`src/rtl/ts2_exit_gate.sv`:
```
module ts2_exit_gate #(
  parameter int LANES   = 4,
  parameter int LINK_W  = 8,
  parameter int LANE_W  = 5,
  parameter int RATE_W  = 5,
  parameter int RX_NEED = 8,
  parameter int TX_NEED = 16
) (
  input  logic                     clk,
  input  logic                     rst_n,
  input  logic                     arm,
  input  logic [LANES-1:0]         lane_act,
  input  logic [LANES-1:0]         rx_vld,
  input  logic [LANES-1:0]         rx_ts2,
  input  logic [LANES-1:0]         rx_pad,
  input  logic [LANES*LINK_W-1:0]  rx_link,
  input  logic [LANES*LANE_W-1:0]  rx_lane,
  input  logic [LANES*RATE_W-1:0]  rx_rate,
  input  logic [LANES-1:0]         rx_upcfg,
  input  logic [LINK_W-1:0]        tx_link,
  input  logic [LANES*LANE_W-1:0]  tx_lane,
  input  logic                     tx_sent,
  output logic                     exit_pulse,
  output logic                     done
);
  localparam int CW = $clog2(RX_NEED + 1);
  localparam int TW = $clog2(TX_NEED + 1);

  logic                    armed, rx_seen, cond, run;
  logic [TW-1:0]           tx_cnt;
  logic [LANES*CW-1:0]     rx_cnt_flat;
  logic [LANES*RATE_W-1:0] seen_rate;
  logic [LANES-1:0]        seen_up, lane_full;
  logic                    rate_agree, up_agree;

  assign run = armed & ~done & ~cond;

  for (genvar g = 0; g < LANES; g++) begin : g_lane
    logic [CW-1:0]     cnt;
    logic [RATE_W-1:0] rate_q;
    logic              up_q, qual, same;

    assign qual = rx_ts2[g] & ~rx_pad[g]
                & (rx_link[g*LINK_W +: LINK_W] == tx_link)
                & (rx_lane[g*LANE_W +: LANE_W] == tx_lane[g*LANE_W +: LANE_W]);
    assign same = (cnt != '0) & (rx_rate[g*RATE_W +: RATE_W] == rate_q)
                & (rx_upcfg[g] == up_q);

    always_ff @(posedge clk or negedge rst_n) begin
      if (!rst_n) begin
        cnt    <= '0;
        rate_q <= '0;
        up_q   <= 1'b0;
      end else if (arm) begin
        cnt <= '0;
      end else if (run) begin
        if (!lane_act[g]) begin
          cnt <= '0;
        end else if (rx_vld[g]) begin
          if (qual) begin
            rate_q <= rx_rate[g*RATE_W +: RATE_W];
            up_q   <= rx_upcfg[g];
            if (!same)                    cnt <= CW'(1);
            else if (cnt != CW'(RX_NEED)) cnt <= cnt + CW'(1);
          end else begin
            cnt <= '0;
          end
        end
      end
    end

    assign lane_full[g]                     = (cnt == CW'(RX_NEED));
    assign rx_cnt_flat[g*CW +: CW]          = cnt;
    assign seen_rate[g*RATE_W +: RATE_W]    = rate_q;
    assign seen_up[g]                       = up_q;
  end

  always_comb begin
    rate_agree = 1'b1;
    up_agree   = 1'b1;
    for (int a = 0; a < LANES; a++) begin
      for (int b = 0; b < LANES; b++) begin
        if (lane_act[a] && lane_act[b]) begin
          if (seen_rate[a*RATE_W +: RATE_W] != seen_rate[b*RATE_W +: RATE_W]) rate_agree = 1'b0;
          if (seen_up[a] != seen_up[b]) up_agree = 1'b0;
        end
      end
    end
  end

  assign cond = armed & ~done & (|lane_act) & (&(lane_full | ~lane_act))
              & rate_agree & up_agree & (tx_cnt == TW'(TX_NEED));

  always_ff @(posedge clk or negedge rst_n) begin
    if (!rst_n) begin
      armed      <= 1'b0;
      done       <= 1'b0;
      exit_pulse <= 1'b0;
      rx_seen    <= 1'b0;
      tx_cnt     <= '0;
    end else if (arm) begin
      armed      <= 1'b1;
      done       <= 1'b0;
      exit_pulse <= 1'b0;
      rx_seen    <= 1'b0;
      tx_cnt     <= '0;
    end else begin
      exit_pulse <= cond;
      if (cond) done <= 1'b1;
      if (run) begin
        if (rx_seen && tx_sent && tx_cnt != TW'(TX_NEED)) tx_cnt <= tx_cnt + TW'(1);
        if (|(rx_vld & rx_ts2 & lane_act)) rx_seen <= 1'b1;
      end
    end
  end
endmodule

```
`config.mk`:
```
export PLATFORM = sky130hd
export DESIGN_NAME = ts2_exit_gate
export DESIGN_NICKNAME = d
export VERILOG_FILES = /design/src/rtl/ts2_exit_gate.sv
export SDC_FILE = /design/constraint.sdc
export NUM_CORES = 1
export LEC_CHECK = 0
export BUFFER_PORTS_ARGS = -buffer_cell sky130_fd_sc_hd__clkbuf_2
export CAP_MARGIN = 5
export CORE_UTILIZATION = 53
export CTS_CLUSTER_SIZE = 30
export DETAILED_ROUTE_END_ITERATION = 12
export PLACE_DENSITY_LB_ADDON = 0.15
export SKIP_LAST_GASP = 1
export SYNTH_ARGS = -nofsm -noshare
export SYNTH_HDL_FRONTEND = slang
export SYNTH_SLANG_ARGS = --single-unit
```
`constraint.sdc`:
```
create_clock -name clk -period 3.1 [get_ports clk]
set_input_delay 0.62 -clock clk [delete_from_list [all_inputs] [get_ports clk]]
set_output_delay 0.62 -clock clk [all_outputs]
set_load 0.01 [all_outputs]
```
== After elaboration in Yosys (flattened, before gate mapping) ==
Cells that the tools add are included.
Storage, ports and cells
  register bits after elaboration: 49
  input bits: 124
  output and inout port bits: 2
  logic and storage cells: 232
Operators by class
  add/subtract/negate cells: 5
  equal/unequal tests: 58
  multiplexer cells: 85
  bitwise operators: 38
  reductions and logical operators: 29
Operators by type and width (count)
  $mux 4: 28
  $ne 5x5->1: 12
  $mux 1: 54
  $eq 5x5->1: 8
  $eq 8x8->1: 4
  $and 1x1->1: 27
  $ne 5x4->1 const B: 4
  $reduce_and 5->1: 4
  $add 4x1->4 const B: 4
  $eq 4x4->1 const B: 4
  $ne 4x4->1 const B: 4
  $reduce_bool 4->1: 4
  $mux 5: 3
  $ne 1x1->1: 12
  $ne 3x2->1 const B: 4
  $reduce_and 3->1: 4
  $and 4x4->4: 2
  $logic_and 1x1->1: 8
  $reduce_bool 2->1: 4
  $reduce_or 4->1: 2
  $not 1->1: 7
  $add 5x1->5 const B: 1
  $eq 5x5->1 const B: 1
  $ne 5x5->1 const B: 1
  other kinds (5): 9

== Longest topological paths before layout ==
  depth in word-level cells: 32
  gate-level depth with buffers: 11
  depth with buffers taken out: 9

== Worst setup path after synthesis ==
Ideal clock, no wire load.
  kind: register to register
  start: register g_lane[3].cnt[0]
  end: register g_lane[2].cnt[1]
  setup time: 0.120 ns
  arrival time: 2.497 ns
  required time: 2.980 ns
  path slack: 0.483 ns
  cell stages (with the launch flop): 12
  path through: dfrtp_1 -> inv_1 -> ha_1 -> nand3b_4 -> or3_1 -> o221ai_2 -> nand3_2 -> or3_1 -> buf_6 -> buf_6 -> a31o_1 -> a41o_1
On the way
  cells in the longest elaborated chain, start to end: 11
RTL lines
  start: declaration: line 39  | logic [CW-1:0] cnt;
  start signal: assignment: line 64  | else if (cnt != CW'(RX_NEED)) cnt <= cnt + CW'(1);
  $eq 4x4->1: line 72  | assign lane_full[g] = (cnt == CW'(RX_NEED));
  $or 4x4->4: line 91  | assign cond = armed & ~done & (|lane_act) & (&(lane_full | ~lane_act))
  $reduce_and 4->1: line 91
  $and 1x1->1: line 91
  $and 1x1->1 (3 in series): line 92  | & rate_agree & up_agree & (tx_cnt == TW'(TX_NEED));
  $not 1->1: line 36  | assign run = armed & ~done & ~cond;
  $and 1x1->1: line 36
  $reduce_bool 2->1 (no line)
  $reduce_and 3->1 (no line)
  end signal: assignment: line 64
  end: declaration: line 39
Every way passes these cells.
A chain may end at the register's enable or synchronous reset.

== Final worst setup path ==
  start: register g_lane[3].cnt[0]
  end: register g_lane[1].rate_q[1]
On the way
  cells in the longest elaborated chain, start to end: 10
RTL lines
  $eq 4x4->1: line 72
  $or 4x4->4: line 91
  $reduce_and 4->1: line 91
  $and 1x1->1: line 91
  $and 1x1->1 (3 in series): line 92
  $not 1->1: line 36
  $and 1x1->1: line 36
  $reduce_and 5->1 (no line)
  end signal: assignment: line 61  | rate_q <= rx_rate[g*RATE_W +: RATE_W];
  end: declaration: line 40  | logic [RATE_W-1:0] rate_q;
Every way passes these cells.

==> results.sh <==
export IMPL_io_buffers=125
export IMPL_tns_ps=0
export IMPL_synth_cells=448
export IMPL_hold_viol_final=0
export IMPL_n_antenna_cell=0
export IMPL_overflow=0
export IMPL_tritoncts="built"
export IMPL_dieArea_um2=8120
export IMPL_grt_pass1_vias=3648
export IMPL_rsz0062_at_grt="no"
export IMPL_fin_nets=691
export IMPL_insertion_delay_ps=310
export IMPL_fp_coreArea_um2=7370
export IMPL_grt_pass1_wl_mm=17.7
export IMPL_yosys_warnings=0
export IMPL_synth_main_ff_cell="dfrtp_1"
export IMPL_endpoint_kind="flip-flop"
export IMPL_synth_cell_type_count=58
export IMPL_clk_pin_slew_ps=90
export IMPL_synth_seq_area_share=0.298
export IMPL_post_drt_wl_per_cell_um=16.2
export IMPL_cts_sinks=49
export IMPL_cts_setup_buffers=0
export IMPL_numCtsBuffers=5
export IMPL_cp_required_ps=3300
export IMPL_drcViolationCount=0
export IMPL_start_kind="flip-flop"
export IMPL_synth_compound_gate_area_share=0.106
export IMPL_status="completed"
export IMPL_syn2layout_area_growth_pct=19.0
export IMPL_dpl_worst_slack_ps=285
export IMPL_synth_xor_area_frac=0.243
export IMPL_ys_seq_elements=49
export IMPL_powerDensity_nw_per_um2=268
export IMPL_critical_path_arrival_ps=3040
export IMPL_fin_ws_ps=257
export IMPL_synthArstFlopShare=1.00
export IMPL_std_cell_rows=31
export IMPL_die_y_um=90.1
export IMPL_r2r_start="g_lane[3].cnt[0]$_DFFE_PN0P_"
export IMPL_crit_path_start="g_lane[3].cnt[0]$_DFFE_PN0P_"
export IMPL_dp_hpwl_mm=8.61
export IMPL_max_freq_ghz=0.352
export IMPL_ir_worst_vdd_mv=0.228
export IMPL_slew_violations=0
export IMPL_syn_num_nets=582
export IMPL_synth_area_mux_share=0.0784
export IMPL_drt_iter0_markers=159
export IMPL_multi_input_area_um2=2650
export IMPL_synth_top_cells_by_area="dfrtp_1 30%, xnor2_1 19%, mux2_2 6.6%"
export IMPL_syn_area_um2=4120
export IMPL_synth_top_family_by_area="XOR/XNOR gates"
export IMPL_finalCriticalPeriod_ps=2840
export IMPL_hp_class="input port to asynchronous set/reset pin"
export IMPL_min_period_over_period=0.917
export IMPL_grt_usage=0.268
export IMPL_start_util=0.559
export IMPL_power_leakage_nw=2.29
export IMPL_tightest_slew_ps=659
export IMPL_yosys_area_share_adder=0.0304
export IMPL_h_tree_depth=2
export IMPL_syn_area_per_cell_um2=9.19
export IMPL_vias_per_cell=5.67
export IMPL_skew_ps=6.85
export IMPL_final_util=0.665
export IMPL_drive_gt1_frac=0.323
export IMPL_synth_top_cell_by_area="dfrtp_1"
export IMPL_cts_root_buf="clkbuf_8"
export IMPL_synth_top_cell_area_share=0.298
export IMPL_drv_cap=0
export IMPL_via_count=3723
export IMPL_grt_max_degree=30
export IMPL_io_pins=126
export IMPL_die_x_um=90.1
export IMPL_gp_congestion=0.892
export IMPL_synthSimpleGateAreaFrac=0.187
export IMPL_ctsHoldBuffers=0
export IMPL_ant_nets=0
export IMPL_cts_buffer_depth=2
export IMPL_setup_violations=0
export IMPL_p_total_mw=1.31
export IMPL_postCtsResizedCells=0
export IMPL_wl_mm=10.6
export IMPL_maxSlewHeadroom=0.556
export IMPL_criticalPathCategory="flip-flop to flip-flop"
export IMPL_synth_edf_count=0
export IMPL_path_max_fanout=10
export IMPL_fillers=652
export IMPL_ff_latch_area_um2=1230
export IMPL_first_pass_iters=5
export IMPL_antenna_found_initial=0
-- layout by cell type (no fill, tap or decap), types with 3 or more instances in the layout --
cell      count
nand4_1      29
nor4_1       11
clkbuf_8      5
o211ai_1      3
a21oi_1      10
o31ai_1       6
mux2_2       24
o41ai_1       3
o21ai_0       9
nand2b_1      5
nor4bb_1      4
nor2_1       13
nand4_2       4
buf_4        13
nand3_1      23
xnor2_1      89
inv_1        23
xor2_1       25
mux2i_1       3
a31oi_1       6
dfrtp_1      49
ha_1         10
nor3b_1       4
nand2_1      18
clkbuf_2    125
-- cells by family after synthesis --
group | after synthesis
and+or+nand+nor | 127
xor gates and xnor gates | 114
AOI/OAI and AO/OA | 60
buffers and inverters | 59
DFF | 49
muxes | 29
adders and majority gates | 10
-- where the power goes --
part | internal (mW) | total, mW | switching (mW)
Clock | 0.161 | 0.389 | 0.227
Combinational | 0.134 | 0.276 | 0.142
Sequential | 0.642 | 0.646 | 0.00408
-- state kept, by name, indices dropped and copies added (netlist names) --
name / cells
done: 1
rx_seen: 1
g_lane.rate_q: 20
armed: 1
tx_cnt: 5
g_lane.up_q: 4
g_lane.cnt: 16
exit_pulse: 1
-- final timing paths --
| path | to | slack [ps] | depth (start not counted) |
|---|---|---|---|
| min in group clk | armed$_DFFE_PN0P_ | 500 | 1 |
| setup / recovery | g_lane[1].rate_q[1]$_DFFE_PN0P_ | 260 | 10 |
| setup reg to reg | g_lane[1].rate_q[1]$_DFFE_PN0P_ | 260 | 10 |
| hold reg to reg | armed$_DFFE_PN0P_ | 500 | 1 |
| hold / removal | g_lane[3].cnt[2]$_DFFE_PN0P_ | 300 | 1 |
| max in group asynchronous | g_lane[0].rate_q[0]$_DFFE_PN0P_ | 2010 | 2 |
-- area by class of cell --
| class | count | share of cell area |
|---|---|---|
| flip-flops and latches | 49 | 0.250 |
| repair buffers | 138 | 0.148 |
| clock buffers | 6 | 0.0148 |
| clock inverters | 2 | 0.00281 |
| inverters | 23 | 0.0176 |
| well taps | 99 | 0.0253 |
| multi-input cells | 340 | 0.541 |
-- per-layer routing --
layer  up-vias  global-route usage  wire length [um]
met3        16              0.0423               602
met5         -                   0                 0
met4         0              0.0672               142
li1       1798                   -                 -
met1      1766               0.369              4890
met2       143               0.441              5000
-- worst max-delay path: stages (launching register included) --
cell and delay (ps):
dfrtp_1 440, inv_1 80, ha_1 200, nand3b_4 130, or3_1 400, o221ai_2 150, nand3_2 160, or3_1 430
buf_4 190, nand4_2 200, mux2_2 360
-- stage by stage --
step                      cells  hold slack [ps]  area [um^2]
after floorplan             448              324         4120
after global placement      649              475         4810
after detailed placement    649              474         4810
after CTS                   657              305         4900
after global routing        657              337         4900
final                       657              298         4900
-- cell usage after synthesis (all sizes together), types with 10 or more instances --
cell and instances:
a21oi 10, xor2 25, o21ai 10, buf 13
nand3 24, nand2 18, nor4 12, dfrtp 49
inv 23, clkbuf 23, nand4 33, nor2 13
ha 10, mux2 26, xnor2 89
(Power assumes the default switching activity.)
